===== src/rtl/sat_ctl_pkg.sv =====
package sat_ctl_pkg;

  typedef enum logic [2:0] {
    PH_IDLE,
    PH_LEAD,
    PH_DATA,
    PH_TRAIL,
    PH_TONE_A,
    PH_CODED_B,
    PH_QUIET
  } phase_e;

  localparam logic [1:0] SEL_TONE_A  = 2'd1;
  localparam logic [1:0] SEL_CODED_B = 2'd2;

  // odd parity over data plus parity bit: accumulator seeded with 1
  function automatic logic odd_fill(input logic [7:0] b);
    return ~(^b);
  endfunction

endpackage


===== src/rtl/sat_ctl_msgbuf.sv =====
module sat_ctl_msgbuf #(
  parameter int DEPTH = 4,
  parameter int AW    = 2
) (
  input  logic                  clk,
  input  logic                  we,
  input  logic [AW-1:0]         waddr,
  input  logic [7:0]            wdata,
  output logic [DEPTH-1:0][7:0] bytes_o
);
  logic [7:0] mem [DEPTH];

  always_ff @(posedge clk) begin
    if (we && (32'(waddr) < DEPTH)) mem[waddr] <= wdata;
  end

  for (genvar g = 0; g < DEPTH; g++) begin : g_rd
    assign bytes_o[g] = mem[g];
  end
endmodule


===== src/rtl/sat_ctl_interval.sv =====
module sat_ctl_interval #(
  parameter int CW = 16
) (
  input  logic          clk,
  input  logic          rst,
  input  logic          tick,
  input  logic          load,
  input  logic [CW-1:0] load_val,
  output logic          expire
);
  logic [CW-1:0] rem_q;

  assign expire = tick && (rem_q == CW'(1));

  always_ff @(posedge clk) begin
    if (rst)                         rem_q <= '0;
    else if (load)                   rem_q <= load_val;
    else if (tick && rem_q != '0)    rem_q <= rem_q - CW'(1);
  end


  seg_load_chk: assert property (@(posedge clk) disable iff (rst)
    load |=> rem_q == $past(load_val));

  seg_hold_chk: assert property (@(posedge clk) disable iff (rst)
    (!tick && !load) |=> $stable(rem_q));
endmodule


===== src/rtl/sat_ctl_tx.sv =====
module sat_ctl_tx
  import sat_ctl_pkg::*;
#(
  parameter int MAX_BYTES     = 4,
  parameter int ONE_HI_TICKS  = 500,
  parameter int ZERO_HI_TICKS = 1000,
  parameter int BIT_TICKS     = 1500,
  parameter int GUARD_TICKS   = 16000,
  parameter int TONE_A_TICKS  = 12500,
  parameter int QUIET_TICKS   = 20000,
  localparam int AW = (MAX_BYTES > 1) ? $clog2(MAX_BYTES) : 1,
  localparam int LW = $clog2(MAX_BYTES + 1)
) (
  input  logic          clk,
  input  logic          rst,
  input  logic          us_tick,
  input  logic          wr_en,
  input  logic [AW-1:0] wr_addr,
  input  logic [7:0]    wr_byte,
  input  logic [LW-1:0] msg_len,
  input  logic [1:0]    burst_sel,
  input  logic          tone_en,
  input  logic          start,
  output logic          tone_gate,
  output logic          busy,
  output logic          done
);
  localparam int L1 = (GUARD_TICKS > QUIET_TICKS) ? GUARD_TICKS : QUIET_TICKS;
  localparam int L2 = (L1 > TONE_A_TICKS) ? L1 : TONE_A_TICKS;
  localparam int L3 = (L2 > BIT_TICKS) ? L2 : BIT_TICKS;
  localparam int CW = $clog2(L3 + 1);

  logic [MAX_BYTES-1:0][7:0] bytes;
  phase_e        phase_q, n_phase;
  logic [LW-1:0] len_q, byte_q, n_byte;
  logic [1:0]    burst_q;
  logic [3:0]    bit_q, n_bit;
  logic          half_q, n_half, gate_q, n_gate, done_q;
  logic          ld, expire, fin, accept;
  logic [CW-1:0] ld_val;
  logic [7:0]    cur_byte, next_byte;
  logic          more_bytes;

  sat_ctl_msgbuf #(.DEPTH(MAX_BYTES), .AW(AW)) u_buf (
    .clk(clk), .we(wr_en), .waddr(wr_addr), .wdata(wr_byte), .bytes_o(bytes));

  sat_ctl_interval #(.CW(CW)) u_tmr (
    .clk(clk), .rst(rst), .tick(us_tick), .load(ld), .load_val(ld_val),
    .expire(expire));

  function automatic logic bit_at(input logic [7:0] b, input logic [3:0] idx);
    return (idx == 4'd8) ? odd_fill(b) : b[3'(4'd7 - idx)];
  endfunction

  function automatic logic [CW-1:0] hi_len(input logic v);
    return v ? CW'(ONE_HI_TICKS) : CW'(ZERO_HI_TICKS);
  endfunction

  assign cur_byte   = (phase_q == PH_CODED_B) ? 8'hFF : bytes[AW'(byte_q)];
  assign more_bytes = (phase_q == PH_DATA) && ((byte_q + LW'(1)) < len_q);
  assign next_byte  = bytes[AW'(byte_q + LW'(1))];

  always_comb begin
    n_phase = phase_q; n_byte = byte_q; n_bit = bit_q; n_half = half_q;
    n_gate = gate_q; ld = 1'b0; ld_val = '0; fin = 1'b0; accept = 1'b0;
    case (phase_q)
      PH_IDLE: begin
        n_gate = tone_en;
        if (start) begin
          accept = 1'b1; n_phase = PH_LEAD; n_gate = 1'b0;
          ld = 1'b1; ld_val = CW'(GUARD_TICKS);
        end
      end
      PH_LEAD: if (expire) begin
        ld = 1'b1;
        if (len_q != '0) begin
          n_phase = PH_DATA; n_byte = '0; n_bit = '0; n_half = 1'b0;
          n_gate = 1'b1; ld_val = hi_len(bytes[0][7]);
        end else begin
          n_phase = PH_TRAIL; ld_val = CW'(GUARD_TICKS);
        end
      end
      PH_DATA, PH_CODED_B: if (expire) begin
        ld = 1'b1;
        if (!half_q) begin
          n_half = 1'b1; n_gate = 1'b0;
          ld_val = CW'(BIT_TICKS) - hi_len(bit_at(cur_byte, bit_q));
        end else if (bit_q != 4'd8) begin
          n_bit = bit_q + 4'd1; n_half = 1'b0; n_gate = 1'b1;
          ld_val = hi_len(bit_at(cur_byte, bit_q + 4'd1));
        end else if (more_bytes) begin
          n_byte = byte_q + LW'(1); n_bit = '0; n_half = 1'b0; n_gate = 1'b1;
          ld_val = hi_len(next_byte[7]);
        end else if (phase_q == PH_DATA) begin
          n_phase = PH_TRAIL; ld_val = CW'(GUARD_TICKS);
        end else begin
          n_phase = PH_QUIET; ld_val = CW'(QUIET_TICKS);
        end
      end
      PH_TRAIL: if (expire) begin
        if (burst_q == SEL_TONE_A) begin
          n_phase = PH_TONE_A; n_gate = 1'b1; ld = 1'b1;
          ld_val = CW'(TONE_A_TICKS);
        end else if (burst_q == SEL_CODED_B) begin
          n_phase = PH_CODED_B; n_bit = '0; n_half = 1'b0; n_gate = 1'b1;
          ld = 1'b1; ld_val = hi_len(1'b1);
        end else begin
          fin = 1'b1;
        end
      end
      PH_TONE_A: if (expire) begin
        n_phase = PH_QUIET; n_gate = 1'b0; ld = 1'b1;
        ld_val = CW'(QUIET_TICKS);
      end
      PH_QUIET: if (expire) fin = 1'b1;
      default: fin = 1'b1;
    endcase
    if (fin) begin
      n_phase = PH_IDLE; n_gate = tone_en;
    end
  end

  always_ff @(posedge clk) begin
    if (rst) begin
      phase_q <= PH_IDLE; len_q <= '0; burst_q <= '0; byte_q <= '0;
      bit_q <= '0; half_q <= 1'b0; gate_q <= 1'b0; done_q <= 1'b0;
    end else begin
      phase_q <= n_phase; byte_q <= n_byte; bit_q <= n_bit;
      half_q <= n_half; gate_q <= n_gate; done_q <= fin;
      if (accept) begin
        len_q   <= (msg_len > LW'(MAX_BYTES)) ? LW'(MAX_BYTES) : msg_len;
        burst_q <= burst_sel;
      end
    end
  end

  assign tone_gate = gate_q;
  assign busy      = (phase_q != PH_IDLE);
  assign done      = done_q;


  done_pulse_chk: assert property (@(posedge clk) disable iff (rst)
    done |=> !done);

  done_end_chk: assert property (@(posedge clk) disable iff (rst)
    done |-> (!busy && $past(busy)));

  busy_start_chk: assert property (@(posedge clk) disable iff (rst)
    (busy && start) |=> ($stable(len_q) && $stable(burst_q)));

  lead_low_chk: assert property (@(posedge clk) disable iff (rst)
    (phase_q == PH_LEAD) |-> !tone_gate);

  silent_gap_chk: assert property (@(posedge clk) disable iff (rst)
    (phase_q == PH_TRAIL || phase_q == PH_QUIET) |-> !tone_gate);

  bit_tone_chk: assert property (@(posedge clk) disable iff (rst)
    ((phase_q == PH_DATA || phase_q == PH_CODED_B) && !half_q) |-> tone_gate);

  idle_follow_chk: assert property (@(posedge clk) disable iff (rst)
    (!busy && !$past(busy)) |-> (tone_gate == $past(tone_en)));
endmodule


===== config.mk =====
export PLATFORM = sky130hd
export DESIGN_NAME = sat_ctl_tx
export DESIGN_NICKNAME = d
export VERILOG_FILES = /design/src/rtl/sat_ctl_pkg.sv /design/src/rtl/sat_ctl_msgbuf.sv /design/src/rtl/sat_ctl_interval.sv /design/src/rtl/sat_ctl_tx.sv
export SDC_FILE = /design/constraint.sdc
export NUM_CORES = 1
export LEC_CHECK = 0
export ABC_AREA = 1
export ABC_CLOCK_PERIOD_IN_PS = 3400
export BUFFER_PORTS_ARGS = -buffer_cell sky130_fd_sc_hd__buf_2
export CAP_MARGIN = 20
export CORE_ASPECT_RATIO = 0.75
export CORE_MARGIN = 10
export CORE_UTILIZATION = 35
export CTS_CLUSTER_DIAMETER = 80
export CTS_CLUSTER_SIZE = 28
export DETAILED_ROUTE_END_ITERATION = 12
export PLACE_DENSITY = 0.51
export SYNTH_ARGS = -nofsm -noshare
export SYNTH_HDL_FRONTEND = slang
export SYNTH_HIERARCHICAL = 1
export SYNTH_SLANG_ARGS = --single-unit

===== constraint.sdc =====
create_clock -name clk -period 3.4 [get_ports clk]
set_clock_uncertainty 0.2 [all_clocks]
set_input_delay 0.68 -clock clk [delete_from_list [all_inputs] [get_ports clk]]
set_output_delay 0.68 -clock clk [all_outputs]
set_load 0.1 [all_outputs]

---- After elaboration in Yosys (flattened, before gate mapping) ----
Memory sizes are Yosys's and may differ from the RTL's.
Index checks and enable logic that the tools add are counted.
storage, ports and cells
  bits of input ports ..................... 21
  bits in latches ......................... 0
  ROM bits ................................ 0
  flip-flop bits (word level) ............. 33
  output and inout port bits .............. 3
  memory bits (writable) .................. 32
  memories kept ........................... 1
  word-level logic and storage cells ...... 175
memories
  memory     depth  width  read ports  clocked after memory_dff  write ports  line                  RTL
  u_buf.mem  4      8      4           0                         1            sat_ctl_msgbuf.sv:11  logic [7:0] mem [DEPTH];
cells by class
  eq/ne operators ......................... 33
  bitwise gates (word level) .............. 1
  order comparisons ....................... 6
  multiply operators ...................... 0
  shift-type cells ........................ 0
  multiplexer cells ....................... 97
  divide/modulo/power cells ............... 0
  add/subtract/negate cells ............... 6
  reduce and logical (&&, ||, !) cells .... 22
operator list
  operator                                                               number
  15-bit 2-to-1 mux                                                      8
  15-bit one-hot mux with 5 select lines                                 1
  14-bit 2-to-1 mux                                                      5
  3-bit 2-to-1 mux                                                       18
  10-bit 2-to-1 mux                                                      4
  1-bit 2-to-1 mux                                                       37
  4-bit 2-to-1 mux                                                       9
  8-bit binary-select mux with 2-bit select                              2
  8-bit 2-to-1 mux                                                       3
  2-bit inequality test (second input constant)                          12
  3-bit inequality test (second input constant)                          7
  15-bit by 1-bit == test with 1-bit output (second input constant)      1
  3-bit one-hot mux with 5 select lines                                  1
  15-bit nonzero test                                                    1
  15-bit by 1-bit subtractor with 15-bit output (second input constant)  1
  7-bit AND reduction                                                    2
  4-bit one-hot mux with 3 select lines                                  1
  11-bit by 10-bit subtractor with 12-bit output (first input constant)  1
  10-bit AND reduction                                                   1
  3-bit == test (second input constant)                                  3
  9-bit 2-to-1 mux                                                       1
  1-bit one-hot mux with 3 select lines                                  3
  9-bit AND reduction                                                    1
  3-bit nonzero test                                                     3
  other kinds (28)                                                       39

---- Logic depth before layout (Yosys ltp) ----
An unclocked memory read counts as a cell.
  word-level depth ........................ 13
  gate-level depth with buffers ........... 23
  gate-level depth less buffers ........... 22

---- By module ----
Netlist, hierarchy kept.
modules (own cells, without submodules)
  module            area each (µm²)  cells an instance  sequential area each (µm²)  times used
  sat_ctl_tx        2192.1           408                360.3                       1
  sat_ctl_interval  1148.6           190                300.3                       1
  sat_ctl_msgbuf    991.0            40                 960.9                       1

---- Worst setup path after synthesis ----
OpenSTA, ideal clock, no wires.
  kind .................................... reg2reg
  start point ............................. register phase_q[1]
  end point ............................... register u_tmr.rem_q[3]
  data required time ...................... 3130 ps
  buffers on the path ..................... 1
  setup slack ............................. 430 ps
  period minus slack after synthesis ...... 2970 ps
  library setup time ...................... 70 ps
  arrival ................................. 2700 ps
  cell stages (with the launch flop) ...... 16
  cell sequence ........................... dfxtp_1 nor2_1 inv_1 nor2_1 inv_1 nor2_1 inv_1 nand2_1 inv_1 o21ai_0 inv_1 buf_2 nand3_1 inv_1 o21ai_0 a21oi_1
between the ends
  elaborated cells on any way between the ends .. 29
  classes of those cells .................. add/sub: 1; eq/ne: 5; mux: 16; bitwise: 1; reduce/logical: 6
RTL lines
  what                                                     line                    RTL
  start, declared                                          sat_ctl_tx.sv:34        phase_e phase_q, n_phase;
  start signal, assigned                                   sat_ctl_tx.sv:128       phase_q <= n_phase; byte_q <= n_byte; bit_q <= n_bit;
  3-bit == test (tied with other cells)                    sat_ctl_tx.sv:66        case (phase_q)
  4-bit OR reduction (no source line)                      -
  1-bit one-hot mux with 3 select lines *                  sat_ctl_tx.sv:66
  named net ld                                             sat_ctl_tx.sv:39        logic ld, expire, fin, accept;
  15-bit 2-to-1 mux or 2-bit nonzero test (tied branches)  -
  end signal, assigned                                     sat_ctl_interval.sv:17  else if (load) rem_q <= load_val;
  end signal, assigned                                     sat_ctl_interval.sv:18  else if (tick && rem_q != '0) rem_q <= rem_q - CW'(1);
  end, declared                                            sat_ctl_interval.sv:11  logic [CW-1:0] rem_q;
Mark *: on every way through the listed nets, which the timed path passes. The rest lies on a longest branch. The select of a mux whose other input is x is not followed.
A chain may end at the register's enable or synchronous reset.

---- Worst setup path after layout ----
  start point ............................. register u_tmr.rem_q[4]
  end point ............................... register u_tmr.rem_q[3]
between the ends
  longest elaborated chain between the ends .. 5
  elaborated cells on any way between the ends .. 13
  classes of those cells .................. eq/ne: 1; mux: 8; reduce/logical: 4
RTL lines
  what                                                     line                    RTL
  15-bit by 1-bit == test with 1-bit output *              sat_ctl_interval.sv:13  assign expire = tick && (rem_q == CW'(1));
  1-bit logical AND *                                      sat_ctl_interval.sv:13
  named net expire                                         sat_ctl_tx.sv:39
  1-bit 2-to-1 mux, on equally long branches               -
  1-bit one-hot mux with 3 select lines *                  sat_ctl_tx.sv:66
  named net ld                                             sat_ctl_tx.sv:39
  15-bit 2-to-1 mux or 2-bit nonzero test (tied branches)  -
Mark *: on every way through the listed nets, which the timed path passes. The rest lies on a longest branch.

==> flow_results.org <==
** Timing
- Hold timing on the final database bottoms out at a slack of roughly 0.29 ns.
- Setup violations remaining at the end of the flow were counted as 0.
- Setup repair after global routing left no endpoint under its margin.
- Measured against its own limit, the worst slew margin works out to roughly two fifths.
- For the pin with the worst max-slew slack, the measured transition is 0.881 ns.
- Setup total negative slack on the finished layout was measured at 0 ns.
- The final-report hold violation count came to 0.
- Max Slew Vio Count :: 0
- Highest achievable clock rate :: roughly 340 MHz
- Period minus WS final :: 2.95 ns
- After layout, the worst setup slack is approximately 0.45 ns.
- The final critical path takes up roughly 87% of the cycle.

** Clock network
- Buffer depth of the longest clock path :: 2
- Clock tree synthesis selected as its root buffer the cell sky130_fd_sc_hd__clkbuf_16.
- After clock tree synthesis, the repair step resized 0 gates.
- Latest clock arrival within the worst-skew pair :: roughly 0.33 ns
- Buffers inserted to repair hold after CTS numbered 0.
- CTS H-Tree Depth :: 3
- After clock tree synthesis, the clock-pin slew on the worst setup and hold paths is about 0.06 ns.
- Clock tree synthesis inserted a total of 9 buffers.
- TritonCTS built the clock tree.
- Counting every sink on the clock net gives 65.
- Post-CTS Setup Inserts :: 0

** GRT
- Grt met2 use :: about 20%
- Antenna violations before repair :: 0
- For met3 alone, demand over resource in global routing was under 10%.
- The number of global-route vias before repair is between 3000 and 4000.
- In the global route stage, met1 resource usage came out at around a fifth.
- Grt peak-use layer :: met1
- Total congestion overflow after global routing :: 0
- Total routing resource utilization after global routing :: 13.9%
- Pin count of the biggest net entering global routing :: 25
- Global-route wire length before repair :: about 19000 um

** Logic synthesis
- Sorting the synthesized cells by area gives the leading types as sky130_fd_sc_hd__edfxtp_1, sky130_fd_sc_hd__nand2_1, sky130_fd_sc_hd__dfxtp_1, sky130_fd_sc_hd__nand3_1, sky130_fd_sc_hd__nor2_1.
- For this run, the register share of the synthesized area comes to 37.4%.
- Share of the synthesized area in the top cell type :: 22.2%
- After synthesis the netlist holds a flip-flop and latch count of 65.
- The netlist uses slightly above 40 different library cells.
- Post-synthesis instance area :: ~0.0043 mm2
- In the synthesized netlist the async set-or-reset flop fraction comes to 0%.
- Each instance of the synthesized netlist takes up on average ~6.8 um2.
- Synthesis produced a netlist whose cell count is approximately 640.
- Yosys Warn Count :: 6
- In this run, synthesis inferred 32 flip-flops with an integrated enable.
- Most area-hungry cell type in the Yosys netlist :: sky130_fd_sc_hd__edfxtp_1
- In the synthesized netlist the dominant register cell turns out to be sky130_fd_sc_hd__dfxtp_1.

** Worst setup path
- Cell with the largest stage delay on the worst path :: sky130_fd_sc_hd__dfxtp_1
- Largest stage delay, worst path :: approximately 0.35 ns
- WP data required :: ~3.4 ns
- Of all nets on the critical path, the largest fanout is 8.
- Number of buffers and inverters on the critical path :: 6
- Critical Path, Cell by Cell :: nor2_1, nand2_1, inv_1, nand2_1, nor2_1, inv_1, nor3_1, inv_1, nand2_1, inv_1, o21ai_0, inv_1, nand3_1, inv_1, o21ai_0, a21oi_1
- The worst setup path is captured at a flop.
- Flop2flop setup slack :: between 0.4 and 0.5 ns
- By startpoint and endpoint, the worst setup path is classified as flop to flop.
- By instance count, the cell type seen most on the critical path is sky130_fd_sc_hd__inv_1.
- Type of element launching the critical path :: flop
- Broken down by cell family, the worst path's largest delay share belongs to simple AND/OR/NAND/NOR gates.
- Worst endpoint data arrival time :: ~3 ns

** Power and ir drop
- For this design the static power due to leakage is around 2.3 nW.
- IR analysis of the VDD net gives a maximum drop of around 0.4 mV.
- In this run the power density over the cells is 940 mW/mm2.

** Detailed routing
- Antenna-violating nets left :: 0
- Vias/cell :: between 4 and 5
- After detailed routing, the number of remaining DRC violations is 0.
- The routed layout has slightly above 4000 vias.
- DRT Pass-1 Iters :: 5
- The first routing iteration left 264 violations.
- Average wire per standard cell :: approximately 14 um
- Summed over all layers, the routed wires come to 11600 um.

** Placed design
- Once detailed placement completed, the half-perimeter wirelength came to about 8700 um.
- Routability-driven placement finished with a final weighted congestion of between 0.8 and 0.9.
- Setup slack after placement :: approximately 0.45 ns
- In this run the tool buffered the top-level ports with 23 buffer cells.

** Finish
- Fraction of layout instances using a drive strength above 1 :: a little under an eighth
- Leaving out fill and tap cells, the most frequent cell in the layout is sky130_fd_sc_hd__nand2_1.
- Highest-count cells in the layout ignoring fill and taps :: sky130_fd_sc_hd__nand2_1, sky130_fd_sc_hd__nand3_1, sky130_fd_sc_hd__nor2_1
- After filler insertion, the fill cell instance count of the layout stands at roughly 1300.
- Synth-to-Final Area Change :: 13.0%
- Antenna Diode Count :: 0
- At the end of the flow, the number of nets in the layout was 695.

** Floorplanning
- Die Span X :: 148 um
- The total area inside the core boundary comes to around 0.012 mm2.
- Y dimension of the die :: roughly 120 um
- Top-Level Pins :: 24
- The floorplan step defined a die boundary enclosing between 0.015 and 0.02 mm2.
- Initial standard-cell utilization of the core :: between 30 and 40%
- Core Rows :: 35

** Outcome
- The run finished with clean final reports.

** Min path
- The path class of the tightest hold or removal check is flop to flop.

** Job
- Max-capacitance violation count :: 0
==> through the flow <==
step | cells | util, % | area (um2) | power (mW)
floorplan | 639 | - | 4340 | 3.10
global placement | 819 | 37.5 | 4590 | 3.59
detailed placement | 819 | 37.5 | 4590 | 3.61
CTS | 835 | 40.1 | 4900 | 4.60
global route | 835 | 40.1 | 4900 | 5.05
finish | 835 | 40.1 | 4900 | 4.60
==> sequential cells by signal, summed over array words and instances, names as in the netlist <==
register	count
tone_gate	1
byte_q	3
done	1
half_q	1
burst_q	2
phase_q	3
u_buf/mem	32
len_q	3
u_tmr/rem_q	15
bit_q	4
==> power breakdown <==
| part | leakage [nW] | internal, mW | switching, mW | total (mW) |
|---|---|---|---|---|
| sequential | 0.564 | 0.964 | 0.145 | 1.11 |
| combinational | 1.55 | 0.784 | 1.74 | 2.52 |
| clock | 0.149 | 0.582 | 0.388 | 0.970 |
==> synthesized netlist by cell type, drive strengths merged, types with 3 or more instances <==
cell type / number
a211oi: 5
nor3: 6
xor2: 3
a21oi: 35
nand4: 6
nand3: 78
inv: 67
o21ai: 29
edfxtp: 32
nand2: 227
dfxtp: 33
nor2: 72
ha: 10
buf: 13
==> cell type report <==
type / count / area, um2 / area share [%]
clock buffer: 9 / 225 / 4.60
multi-input combinational: 491 / 2340 / 47.8
inverter: 68 / 255 / 5.21
sequential: 65 / 1620 / 33.1
tap: 166 / 208 / 4.24
timing repair buffer: 29 / 160 / 3.27
clock inverter: 7 / 83.8 / 1.71
==> tightest hold or removal path, cell delays in order, from the launching register on <==
cell and delay, ns:
sky130_fd_sc_hd__dfxtp_1 0.32, sky130_fd_sc_hd__nand2_1 0.07, sky130_fd_sc_hd__a21oi_1 0.05
==> cells by family (layout without fill, tap and decap cells) <==
kind of cell,after synthesis,after routing,share of synthesized area (%)
adder cells (fa/ha/maj),10,10,2.89
AO/OA/AOI/OAI,80,80,10.6
XOR/XNOR,5,5,1.01
buffers and inverters,83,113,8.58
AND/OR/NAND/NOR,394,394,39.4
other,1,2,0.0866
flip-flops,65,65,37.4
==> final timing paths <==
path | start | cells after the start | to
max | u_tmr/rem_q[4] | 16 | u_tmr/rem_q[3]
min | byte_q[2] | 2 | byte_q[2]
max reg2reg | u_tmr/rem_q[4] | 16 | u_tmr/rem_q[3]
min reg2reg | byte_q[2] | 2 | byte_q[2]
==> per-layer routing <==
layer,vias up,wire length (um)
met2,98,4610
met4,0,121
li1,2144,-
met1,1859,6210
met5,-,0
met3,11,616
No activity file was read; power rests on OpenSTA's default activity.
